### src/rtl/awcPkg.sv
package awcPkg;
  // pointer codes
  localparam int PTR_RESULT = 0;
  localparam int PTR_STATUS = 1;
  localparam int PTR_CFG    = 2;
  localparam int PTR_FLOOR  = 3;
  localparam int PTR_CEIL   = 4;
  localparam int PTR_HYST   = 5;

  // configuration bit positions
  localparam int CFG_POL    = 0;
  localparam int CFG_RSV    = 1;
  localparam int CFG_PIN_EN = 2;
  localparam int CFG_FLAG   = 3;
  localparam int CFG_HOLD   = 4;
  localparam int CFG_W      = 8;

  // status bit positions
  localparam int ST_UNDER = 0;
  localparam int ST_OVER  = 1;

  typedef struct packed {
    logic sample;
    logic wrFloor;
    logic wrCeil;
    logic wrHyst;
    logic clrOver;
    logic clrUnder;
    logic holdMode;
  } awcStrobe_t;
endpackage

### src/rtl/awcDatapath.sv
module awcDatapath #(
  parameter int DATA_W = 8
) (
  input  logic                clk,
  input  logic                rstN,
  input  awcPkg::awcStrobe_t  stb,
  input  logic [DATA_W-1:0]   wrField,
  input  logic [DATA_W-1:0]   resultIn,
  output logic [DATA_W-1:0]   floorLim,
  output logic [DATA_W-1:0]   ceilLim,
  output logic [DATA_W-1:0]   hystVal,
  output logic [DATA_W-1:0]   lastVal,
  output logic                overFlag,
  output logic                underFlag
);
  localparam logic [DATA_W-1:0] FULL = '1;

  logic               isOver, isUnder, overRel, underRel;
  logic [DATA_W-1:0]  ceilThr, floorThr;
  logic [DATA_W:0]    floorSum;

  always_comb begin
    isOver   = resultIn > ceilLim;
    isUnder  = resultIn < floorLim;
    ceilThr  = (ceilLim > hystVal) ? ceilLim - hystVal : '0;
    floorSum = {1'b0, floorLim} + {1'b0, hystVal};
    floorThr = floorSum[DATA_W] ? FULL : floorSum[DATA_W-1:0];
    overRel  = resultIn < ceilThr;
    underRel = resultIn > floorThr;
  end

  always_ff @(posedge clk or negedge rstN) begin
    if (!rstN) begin
      floorLim <= '0;
      ceilLim  <= FULL;
      hystVal  <= '0;
      lastVal  <= '0;
    end else begin
      if (stb.wrFloor) floorLim <= wrField;
      if (stb.wrCeil)  ceilLim  <= wrField;
      if (stb.wrHyst)  hystVal  <= wrField;
      if (stb.sample)  lastVal  <= resultIn;
    end
  end

  always_ff @(posedge clk or negedge rstN) begin
    if (!rstN) begin
      overFlag  <= 1'b0;
      underFlag <= 1'b0;
    end else begin
      if (stb.sample && isOver) overFlag <= 1'b1;
      else if (stb.sample && !stb.holdMode && overRel) overFlag <= 1'b0;
      else if (stb.clrOver) overFlag <= 1'b0;

      if (stb.sample && isUnder) underFlag <= 1'b1;
      else if (stb.sample && !stb.holdMode && underRel) underFlag <= 1'b0;
      else if (stb.clrUnder) underFlag <= 1'b0;
    end
  end


  over_set_chk: assert property (@(posedge clk) disable iff (!rstN)
    (stb.sample && resultIn > ceilLim) |=> overFlag);

  under_set_chk: assert property (@(posedge clk) disable iff (!rstN)
    (stb.sample && resultIn < floorLim) |=> underFlag);

  over_selfclr_chk: assert property (@(posedge clk) disable iff (!rstN)
    (stb.sample && !stb.holdMode &&
     ({1'b0, resultIn} + {1'b0, hystVal} < {1'b0, ceilLim})) |=> !overFlag);

  under_selfclr_chk: assert property (@(posedge clk) disable iff (!rstN)
    (stb.sample && !stb.holdMode &&
     ({1'b0, resultIn} > {1'b0, floorLim} + {1'b0, hystVal})) |=> !underFlag);

  hold_keep_chk: assert property (@(posedge clk) disable iff (!rstN)
    (stb.holdMode && overFlag && !stb.clrOver) |=> overFlag);

  hold_clear_chk: assert property (@(posedge clk) disable iff (!rstN)
    (stb.clrUnder && !(stb.sample && resultIn < floorLim)) |=> !underFlag);
endmodule

### src/rtl/awcCtrl.sv
module awcCtrl #(
  parameter int DATA_W = 8,
  parameter int PTR_W  = 8,
  parameter int WORD_W = 16
) (
  input  logic                clk,
  input  logic                rstN,
  input  logic                regWe,
  input  logic [PTR_W-1:0]    regPtr,
  input  logic [WORD_W-1:0]   wrData,
  input  logic                resultValid,
  input  logic [DATA_W-1:0]   floorLim,
  input  logic [DATA_W-1:0]   ceilLim,
  input  logic [DATA_W-1:0]   hystVal,
  input  logic [DATA_W-1:0]   lastVal,
  input  logic                overFlag,
  input  logic                underFlag,
  output awcPkg::awcStrobe_t  stb,
  output logic [DATA_W-1:0]   wrField,
  output logic [WORD_W-1:0]   rdData,
  output logic [WORD_W-1:0]   resultWord,
  output logic                alertPin,
  output logic                alertOe
);
  import awcPkg::*;
  localparam int FIELD_LSB = 4;
  localparam logic [CFG_W-1:0] CFG_MASK = ~(CFG_W'(1) << CFG_RSV);

  logic [CFG_W-1:0] cfgReg;
  logic             anyAlert;
  int               ptrIdx;

  assign ptrIdx  = int'(regPtr);
  assign wrField = wrData[FIELD_LSB +: DATA_W];

  always_comb begin
    stb.sample   = resultValid;
    stb.holdMode = cfgReg[CFG_HOLD];
    stb.wrFloor  = regWe && ptrIdx == PTR_FLOOR;
    stb.wrCeil   = regWe && ptrIdx == PTR_CEIL;
    stb.wrHyst   = regWe && ptrIdx == PTR_HYST;
    stb.clrOver  = regWe && ptrIdx == PTR_STATUS && cfgReg[CFG_HOLD] && wrData[ST_OVER];
    stb.clrUnder = regWe && ptrIdx == PTR_STATUS && cfgReg[CFG_HOLD] && wrData[ST_UNDER];
  end

  always_ff @(posedge clk or negedge rstN) begin
    if (!rstN)                           cfgReg <= '0;
    else if (regWe && ptrIdx == PTR_CFG) cfgReg <= wrData[CFG_W-1:0] & CFG_MASK;
  end

  assign anyAlert = overFlag | underFlag;
  assign alertPin = cfgReg[CFG_POL] ? anyAlert : ~anyAlert;
  assign alertOe  = cfgReg[CFG_PIN_EN];

  always_comb begin
    resultWord = '0;
    resultWord[FIELD_LSB +: DATA_W] = lastVal;
    resultWord[WORD_W-1] = anyAlert & cfgReg[CFG_FLAG];
  end

  always_comb begin
    rdData = '0;
    case (ptrIdx)
      PTR_RESULT: rdData = resultWord;
      PTR_STATUS: begin
        rdData[ST_OVER]  = overFlag;
        rdData[ST_UNDER] = underFlag;
      end
      PTR_CFG:    rdData[CFG_W-1:0] = cfgReg;
      PTR_FLOOR:  rdData[FIELD_LSB +: DATA_W] = floorLim;
      PTR_CEIL:   rdData[FIELD_LSB +: DATA_W] = ceilLim;
      PTR_HYST:   rdData[FIELD_LSB +: DATA_W] = hystVal;
      default:    rdData = '0;
    endcase
  end


  cfg_rsv_zero_chk: assert property (@(posedge clk) disable iff (!rstN)
    !cfgReg[CFG_RSV]);

  word_flag_chk: assert property (@(posedge clk) disable iff (!rstN)
    !(overFlag || underFlag) |-> !resultWord[WORD_W-1]);

  selfclr_nowrite_chk: assert property (@(posedge clk) disable iff (!rstN)
    !cfgReg[CFG_HOLD] |-> !(stb.clrOver || stb.clrUnder));
endmodule

### src/rtl/alertWindowCtrl.sv
module alertWindowCtrl #(
  parameter int DATA_W = 8,
  parameter int PTR_W  = 8,
  parameter int WORD_W = 16
) (
  input  logic              clk,
  input  logic              rstN,
  input  logic              regWe,
  input  logic [PTR_W-1:0]  regPtr,
  input  logic [WORD_W-1:0] wrData,
  output logic [WORD_W-1:0] rdData,
  input  logic              resultValid,
  input  logic [DATA_W-1:0] resultIn,
  output logic [WORD_W-1:0] resultWord,
  output logic              alertPin,
  output logic              alertOe
);
  awcPkg::awcStrobe_t stb;
  logic [DATA_W-1:0]  wrField, floorLim, ceilLim, hystVal, lastVal;
  logic               overFlag, underFlag;

  awcCtrl #(.DATA_W(DATA_W), .PTR_W(PTR_W), .WORD_W(WORD_W)) i_ctrl (
    .clk(clk), .rstN(rstN), .regWe(regWe), .regPtr(regPtr), .wrData(wrData),
    .resultValid(resultValid), .floorLim(floorLim), .ceilLim(ceilLim),
    .hystVal(hystVal), .lastVal(lastVal), .overFlag(overFlag),
    .underFlag(underFlag), .stb(stb), .wrField(wrField), .rdData(rdData),
    .resultWord(resultWord), .alertPin(alertPin), .alertOe(alertOe)
  );

  awcDatapath #(.DATA_W(DATA_W)) i_dp (
    .clk(clk), .rstN(rstN), .stb(stb), .wrField(wrField), .resultIn(resultIn),
    .floorLim(floorLim), .ceilLim(ceilLim), .hystVal(hystVal),
    .lastVal(lastVal), .overFlag(overFlag), .underFlag(underFlag)
  );
endmodule

### config.mk
export PLATFORM = sky130hd
export DESIGN_NAME = alertWindowCtrl
export DESIGN_NICKNAME = d
export VERILOG_FILES = /design/src/rtl/awcPkg.sv /design/src/rtl/awcDatapath.sv /design/src/rtl/awcCtrl.sv /design/src/rtl/alertWindowCtrl.sv
export SDC_FILE = /design/constraint.sdc
export NUM_CORES = 1
export LEC_CHECK = 0
export ABC_AREA = 1
export BUFFER_PORTS_ARGS = -buffer_cell sky130_fd_sc_hd__buf_2
export CAP_MARGIN = 10
export CORE_MARGIN = 2
export CORE_UTILIZATION = 56
export DETAILED_ROUTE_END_ITERATION = 6
export PLACE_DENSITY = 0.79
export SLEW_MARGIN = 20
export SYNTH_ARGS = -nofsm -noshare
export SYNTH_HDL_FRONTEND = slang
export SYNTH_SLANG_ARGS = --single-unit
### constraint.sdc
create_clock -name clk -period 3.3 [get_ports clk]
set_input_delay 0.495 -clock clk [delete_from_list [all_inputs] [get_ports clk]]
set_output_delay 0.495 -clock clk [all_outputs]
set_load 0.1 [all_outputs]
==> results of run 1 <==
[metrics by stage]
stage	util (%)	instance area, µm²	instances	setup TNS, ps
2_1_floorplan	-	3620	472	-578
3_3_place_gp	61.5	3860	588	0
3_5_place_dp	61.5	3860	588	0
4_1_cts	63.4	3980	596	0
5_1_grt	63.4	3980	596	0
6_report	63.4	3980	596	0
[state kept, by name, summed over array words and instances (netlist names)]
register,count
i_dp.lastVal,8
i_dp.hystVal,8
i_dp.underFlag,1
i_dp.overFlag,1
i_ctrl.cfgReg,7
i_dp.ceilLim,8
i_dp.floorLim,8
[area by class of cell]
type	count	area, µm²
Clock buffer	5	68.8
Multi-Input combinational cell	335	2150
Fill cell	560	2300
Clock inverter	3	46.3
Inverter	80	303
Timing Repair Buffer	55	275
Tap cell	77	96.3
Sequential cell	41	1040
[cell usage in the layout (no fill, tap or decap), types with 2 or more instances in the layout]
| cell | n |
|---|---|
| o21ai_0 | 22 |
| a21oi_2 | 2 |
| nor2_1 | 29 |
| nand2_1 | 95 |
| or2_2 | 3 |
| ha_1 | 46 |
| a21boi_0 | 2 |
| a211oi_1 | 4 |
| nand4_1 | 6 |
| o221ai_1 | 3 |
| nand3_1 | 12 |
| buf_2 | 55 |
| clkbuf_8 | 5 |
| nor2_4 | 3 |
| o21ai_1 | 11 |
| dfrtp_1 | 33 |
| o22ai_1 | 6 |
| a31oi_1 | 2 |
| nor3_1 | 3 |
| nand4_2 | 2 |
| a21oi_1 | 29 |
| xor2_1 | 5 |
| nand3_4 | 2 |
| nand2_4 | 2 |
| fa_1 | 2 |
| dfstp_2 | 8 |
| inv_1 | 75 |
| inv_2 | 4 |
| conb_1 | 10 |
| o21ai_2 | 17 |
| nand2_2 | 3 |
[path summary, 6_finish.rpt]
| check | startpoint | to | slack (ps) | cells after the start |
|---|---|---|---|---|
| setup reg to reg | i_dp.ceilLim[0] | i_dp.overFlag | 370 | 17 |
| max in group asynchronous | rstN | i_ctrl.cfgReg[7] | 2390 | 1 |
| setup / recovery | i_dp.ceilLim[0] | i_dp.overFlag | 370 | 17 |
| min in group clk | resultIn[0] | i_dp.lastVal[0] | 430 | 3 |
| hold / removal | rstN | i_dp.hystVal[6] | 320 | 1 |
| hold reg to reg | i_dp.ceilLim[7] | i_dp.ceilLim[7] | 510 | 2 |
[routing by layer]
layer / part of all wire (%) / vias up
met5: 0 / -
met4: 2.1 / 0
met3: 4.2 / 19
met2: 47 / 92
met1: 47 / 1522
li1: - / 1624
[cell families (layout without fill, tap and decap cells)]
| kind of cell | Yosys count | in the layout | share of synthesized area (%) |
|---|---|---|---|
| AND/OR/NAND/NOR | 163 | 163 | 20.9 |
| AO/OA/AOI/OAI | 107 | 107 | 18.9 |
| buffers and inverters | 96 | 143 | 12.1 |
| adder cells (fa/ha/maj) | 48 | 48 | 17.2 |
| flip-flops | 41 | 41 | 28.9 |
| XOR/XNOR | 6 | 6 | 1.47 |
| other | 1 | 10 | 0.105 |
| multiplexers | 1 | 1 | 0.419 |
[power breakdown]
group / internal (W) / total, W / switching (W)
sequential: 0.000538 / 0.000569 / 0.0000303
clock: 0.000227 / 0.000428 / 0.000201
combinational: 0.000164 / 0.000582 / 0.000419
==> metrics.cfg, run 1 <==
[cts]
ctsHtreeMaxLevel=2
cts_sinks=41
clockRootBuffer=clkbuf_8
post_cts.repair.setup_buffers=0
cts_tree=yes
cts_buffers=5
cts_buffer_depth=2
clkLatencyLatePin_ps=310
ctsHoldBuffers=0
ctsResizeCount=0
path_clk_slew_ps=90

[sta]
hold_viol=0
finalCritPeriodShare_pct=88.8
fmax_mhz=341
clock_skew_ps=7.24
setup_viol=0
layout_min_cycle_time_ps=2930
slew_headroom_pct=37.7
whs_ps=325
finalMaxSlewViolations=0
rsz0062_at_grt=no
fin_ws_ps=368
tightest_slew_ps=935

[route]
ant_nets=0
drc=0
via_per_inst=5.46
drt_pass1_iterations=5
vias=3257
wire_per_inst_um=14.6
totalWireLength_um=8710
drt_iter0_markers=236

[synth]
yosys.cell_count.top_type=nand2_1
async_flop_share_pct=100
syn_area_um2=3580
synth_seq_cells=41
synth_edf_count=0
seq_area_frac_synth_pct=28.9
synth_cell_types=46
synth_top_cell_by_area=dfrtp_1
syn_area_per_cell_um2=7.74
synth_cells=463
synthTopCellsByArea=dfrtp_1 (23%), ha_1 (16%), nand2_1 (10%)
synthFlopType=dfrtp_1
synthTopCellsByCount=nand2_1 (95), inv_1 (75), ha_1 (46)
synth_top_area_share_pct=23.0
yosys_warnings=0

[floorplanning]
die-area_um2=7060
die_h_um=84.0
initial_utilization_pct=57.1
num_rows=29
core_area_um2=6280
ios=70
die_w_um=84.0

[global_route]
grt.overflow.total=0
busiest_layer=met2
first_global_vias=3030
use_met1_pct=33.1
grt_pass1_wl_um=14200
use_met2_pct=43.3
grt_max_degree=42
antenna_found_initial=0
grtUsageTotal_pct=25.1
grt_util_met3_pct=3.86

[finish]
drive_gt1_share_pct=21.8
n_antenna_cell=0
syn_to_final_growth_pct=11.0
nets=602

[place]
routabilityCongestion=0.857
io_buffers=55
hpwlAfterDp_um=6930
pre_cts_ws_ps=367

[pwr]
power.density_nw_per_um2=397
ir_drop_mv=0.206
p_leak_nw=2.10
power_w=0.00158

[worst_setup_path]
cp_common_cell=nand2_1
worstPathCellList=inv_1 > ha_1 > fa_1 > inv_1 > nand2_1 > nand2_1 > nand3_1 > nand2_1 > and2_1 > a21boi_1 > o21ai_0 > ha_1 > nand4_1 > o2111a_1 > nand2_1 > nand2_1 > nand2_1
crit_arrival_ps=3140
path_max_fanout=7
crit_slowest_cell=dfstp_2
critical_path_class=reg -> reg
cp-end-kind=register
worstPathRequired_ps=3510
cp-start-kind=register
critPathTopFamily=adder cells
worst_path_largest_cell_delay_ps=560
path_buf_inv=2

[run]
drv_cap=0

[run_status]
outcome=complete, no violations

[min_path]
hp-class=in -> async

Power figures use the tool's default switching activity.
==> run 2, diff against run 1 <==
--- a/config.mk
+++ b/config.mk
@@ -9,9 +9,10 @@
 export BUFFER_PORTS_ARGS = -buffer_cell sky130_fd_sc_hd__buf_2
 export CAP_MARGIN = 10
 export CORE_MARGIN = 2
-export CORE_UTILIZATION = 56
+export CORE_UTILIZATION = 58
+export CTS_BUF_LIST = sky130_fd_sc_hd__clkbuf_4 sky130_fd_sc_hd__clkbuf_8
 export DETAILED_ROUTE_END_ITERATION = 6
-export PLACE_DENSITY = 0.79
+export PLACE_DENSITY = 0.81
 export SLEW_MARGIN = 20
 export SYNTH_ARGS = -nofsm -noshare
 export SYNTH_HDL_FRONTEND = slang
==> metrics.cfg, run 2 (synthesis gave the netlist of run 1 again) <==
[run_status]
outcome=complete, no violations

[worst_setup_path]
rr_worst_depth=17  ; unchanged
crit_slowest_cell=dfstp_2
critical_path_class=reg -> reg
cp_common_cell=nand2_1
cp-end-kind=register
path_max_fanout=7  ; unchanged
critPathTopFamily=adder cells
path_buf_inv=2  ; unchanged
critical_path_depth=17  ; unchanged
worst_path_largest_cell_delay_ps=560  ; about the same
worstPathRequired_ps=3500  ; about the same
cp-start-kind=register
crit_arrival_ps=3290  ; +150 ps
worstPathCellList=inv_1 > ha_1 > fa_1 > inv_1 > nand2_1 > nand2_1 > nand3_1 > nand2_1 > and2_1 > a21boi_0 > o21ai_1 > ha_1 > nand4_1 > o2111a_1 > nand2_1 > nand2_1 > nand2_1

[cts]
clockRootBuffer=clkbuf_8
cts_buffers=5  ; unchanged
path_clk_slew_ps=90  ; about the same
ctsHoldBuffers=0  ; unchanged
cts_tree=yes
cts_sinks=41  ; unchanged
cts_buffer_depth=2  ; unchanged
clkLatencyLatePin_ps=300  ; about the same
post_cts.repair.setup_buffers=0  ; unchanged
ctsResizeCount=0  ; unchanged
ctsHtreeMaxLevel=2  ; unchanged

[place]
routabilityCongestion=0.894  ; +4.3%
hpwlAfterDp_um=6830  ; -1.3%
pre_cts_ws_ps=290  ; -76.1 ps
io_buffers=55  ; unchanged
place_area_um2=3860  ; about the same

[global_route]
first_global_vias=3015  ; -0.50%
grt.overflow.total=0  ; unchanged
grtUsageTotal_pct=27.0  ; +1.9 points
antenna_found_initial=0  ; unchanged
grt_max_degree=42  ; unchanged
grt_pass1_wl_um=13900  ; -1.7%

[sta]
tightest_slew_ps=915  ; -19.5 ps
fmax_mhz=324  ; -5.0%
setup_viol=0  ; unchanged
layout_min_cycle_time_ps=3090  ; +153 ps
clock_skew_ps=5.87  ; -1.37 ps
rsz0062_at_grt=no
finalMaxSlewViolations=0  ; unchanged
slew_headroom_pct=39.0  ; +1.3 points
hold_viol=0  ; unchanged
finalCritPeriodShare_pct=93.5  ; +4.7 points
fin_ws_ps=215  ; -153 ps

[finish]
nFillCells=520  ; -7.1%
postLayoutCellArea_um2=4000  ; +0.50%
most-common-layout-cells=nand2_1 (95), inv_1 (75), buf_2 (55), ha_1 (46), dfrtp_1 (33)
nets=602  ; unchanged
syn_to_final_growth_pct=11.6
n_antenna_cell=0  ; unchanged
drive_gt1_share_pct=21.8  ; unchanged
final_common_cell=nand2_1

[route]
ant_nets=0  ; unchanged
drt_pass1_iterations=5  ; unchanged
via_per_inst=5.52  ; +1.0%
totalWireLength_um=8680  ; -0.34%
wire_per_inst_um=14.6  ; about the same
vias=3279  ; +0.68%
drc=0  ; unchanged
drt_iter0_markers=164  ; -31%

[floorplanning]
core_area_um2=5960  ; -5.1%
die_w_um=82.6  ; -1.7%
ios=70  ; unchanged
die-area_um2=6820  ; -3.3%
die_h_um=82.6  ; -1.7%
initial_utilization_pct=60.2  ; +3.1 points
num_rows=28  ; -3.4%

[run]
drv_cap=0  ; unchanged

[pwr]
ir_drop_mv=0.210  ; +1.9%
power_w=0.00166  ; +5.0%
power.density_nw_per_um2=415  ; +4.5%
p_leak_nw=2.11  ; +0.69%

[min_path]
hp-class=in -> async

-- run 2: changes by cell type in the layout (fill, tap and decap cells not counted) --
| cell | delta |
|---|---|
| bufinv_16 | +1 |
| clkinv_4 | -1 |
| clkinvlp_4 | -1 |
| inv_6 | +1 |
-- run 2: final cells by class --
cell class	count	area (µm²)	area share (%)
inverter	80	303	7.57
multi-input combinational	335	2150	53.8
timing repair buffer	55	275	6.89
clock buffer	5	68.8	1.72
tap	75	93.8	2.35
sequential	41	1040	25.9
clock inverter	3	68.8	1.72
-- run 2: through the flow --
step	setup TNS [ps]	util (%)	hold WS, ps	cells
finish	0	67.1	312	594
global route	0	67.1	396	594
CTS	0	67.1	355	594
detailed placement	0	64.8	490	586
global placement	0	64.8	477	586
floorplan	-578	-	199	472
-- run 2: final timing paths --
path	startpoint	to	slack, ps
worst max register to register	i_dp.ceilLim[0]	i_dp.overFlag	210
min in group clk	wrData[2]	i_ctrl.cfgReg[2]	420
worst min register to register	i_dp.ceilLim[7]	i_dp.ceilLim[7]	510
max in group asynchronous	rstN	i_dp.lastVal[1]	2420
worst max-delay path	i_dp.ceilLim[0]	i_dp.overFlag	210
worst min-delay path	rstN	i_dp.floorLim[6]	310
-- run 2: worst reg2reg max path: cells and delay by family (launching register included) --
kind	cells	cell delay, ps
AO/OA/AOI/OAI	3	520
flip-flops	1	560
AND/OR/NAND/NOR	9	880
adder cells (fa/ha/maj)	3	900
buffers and inverters	2	130
-- run 2: report_power, final --
group | internal (W) | switching [W] | total, W
logic | 0.000164 | 0.000423 | 0.000587
registers | 0.000538 | 0.0000306 | 0.000569
clock network | 0.000305 | 0.000197 | 0.000502
-- run 2: per-layer routing --
layer  track usage, %  vias up  part of all wire (%)
met5                0        -                     0
met4             9.84        0                   2.1
met3             4.35       15                   6.0
met2             45.5      117                    47
met1             35.1     1518                    44
li1                 -     1629                     -
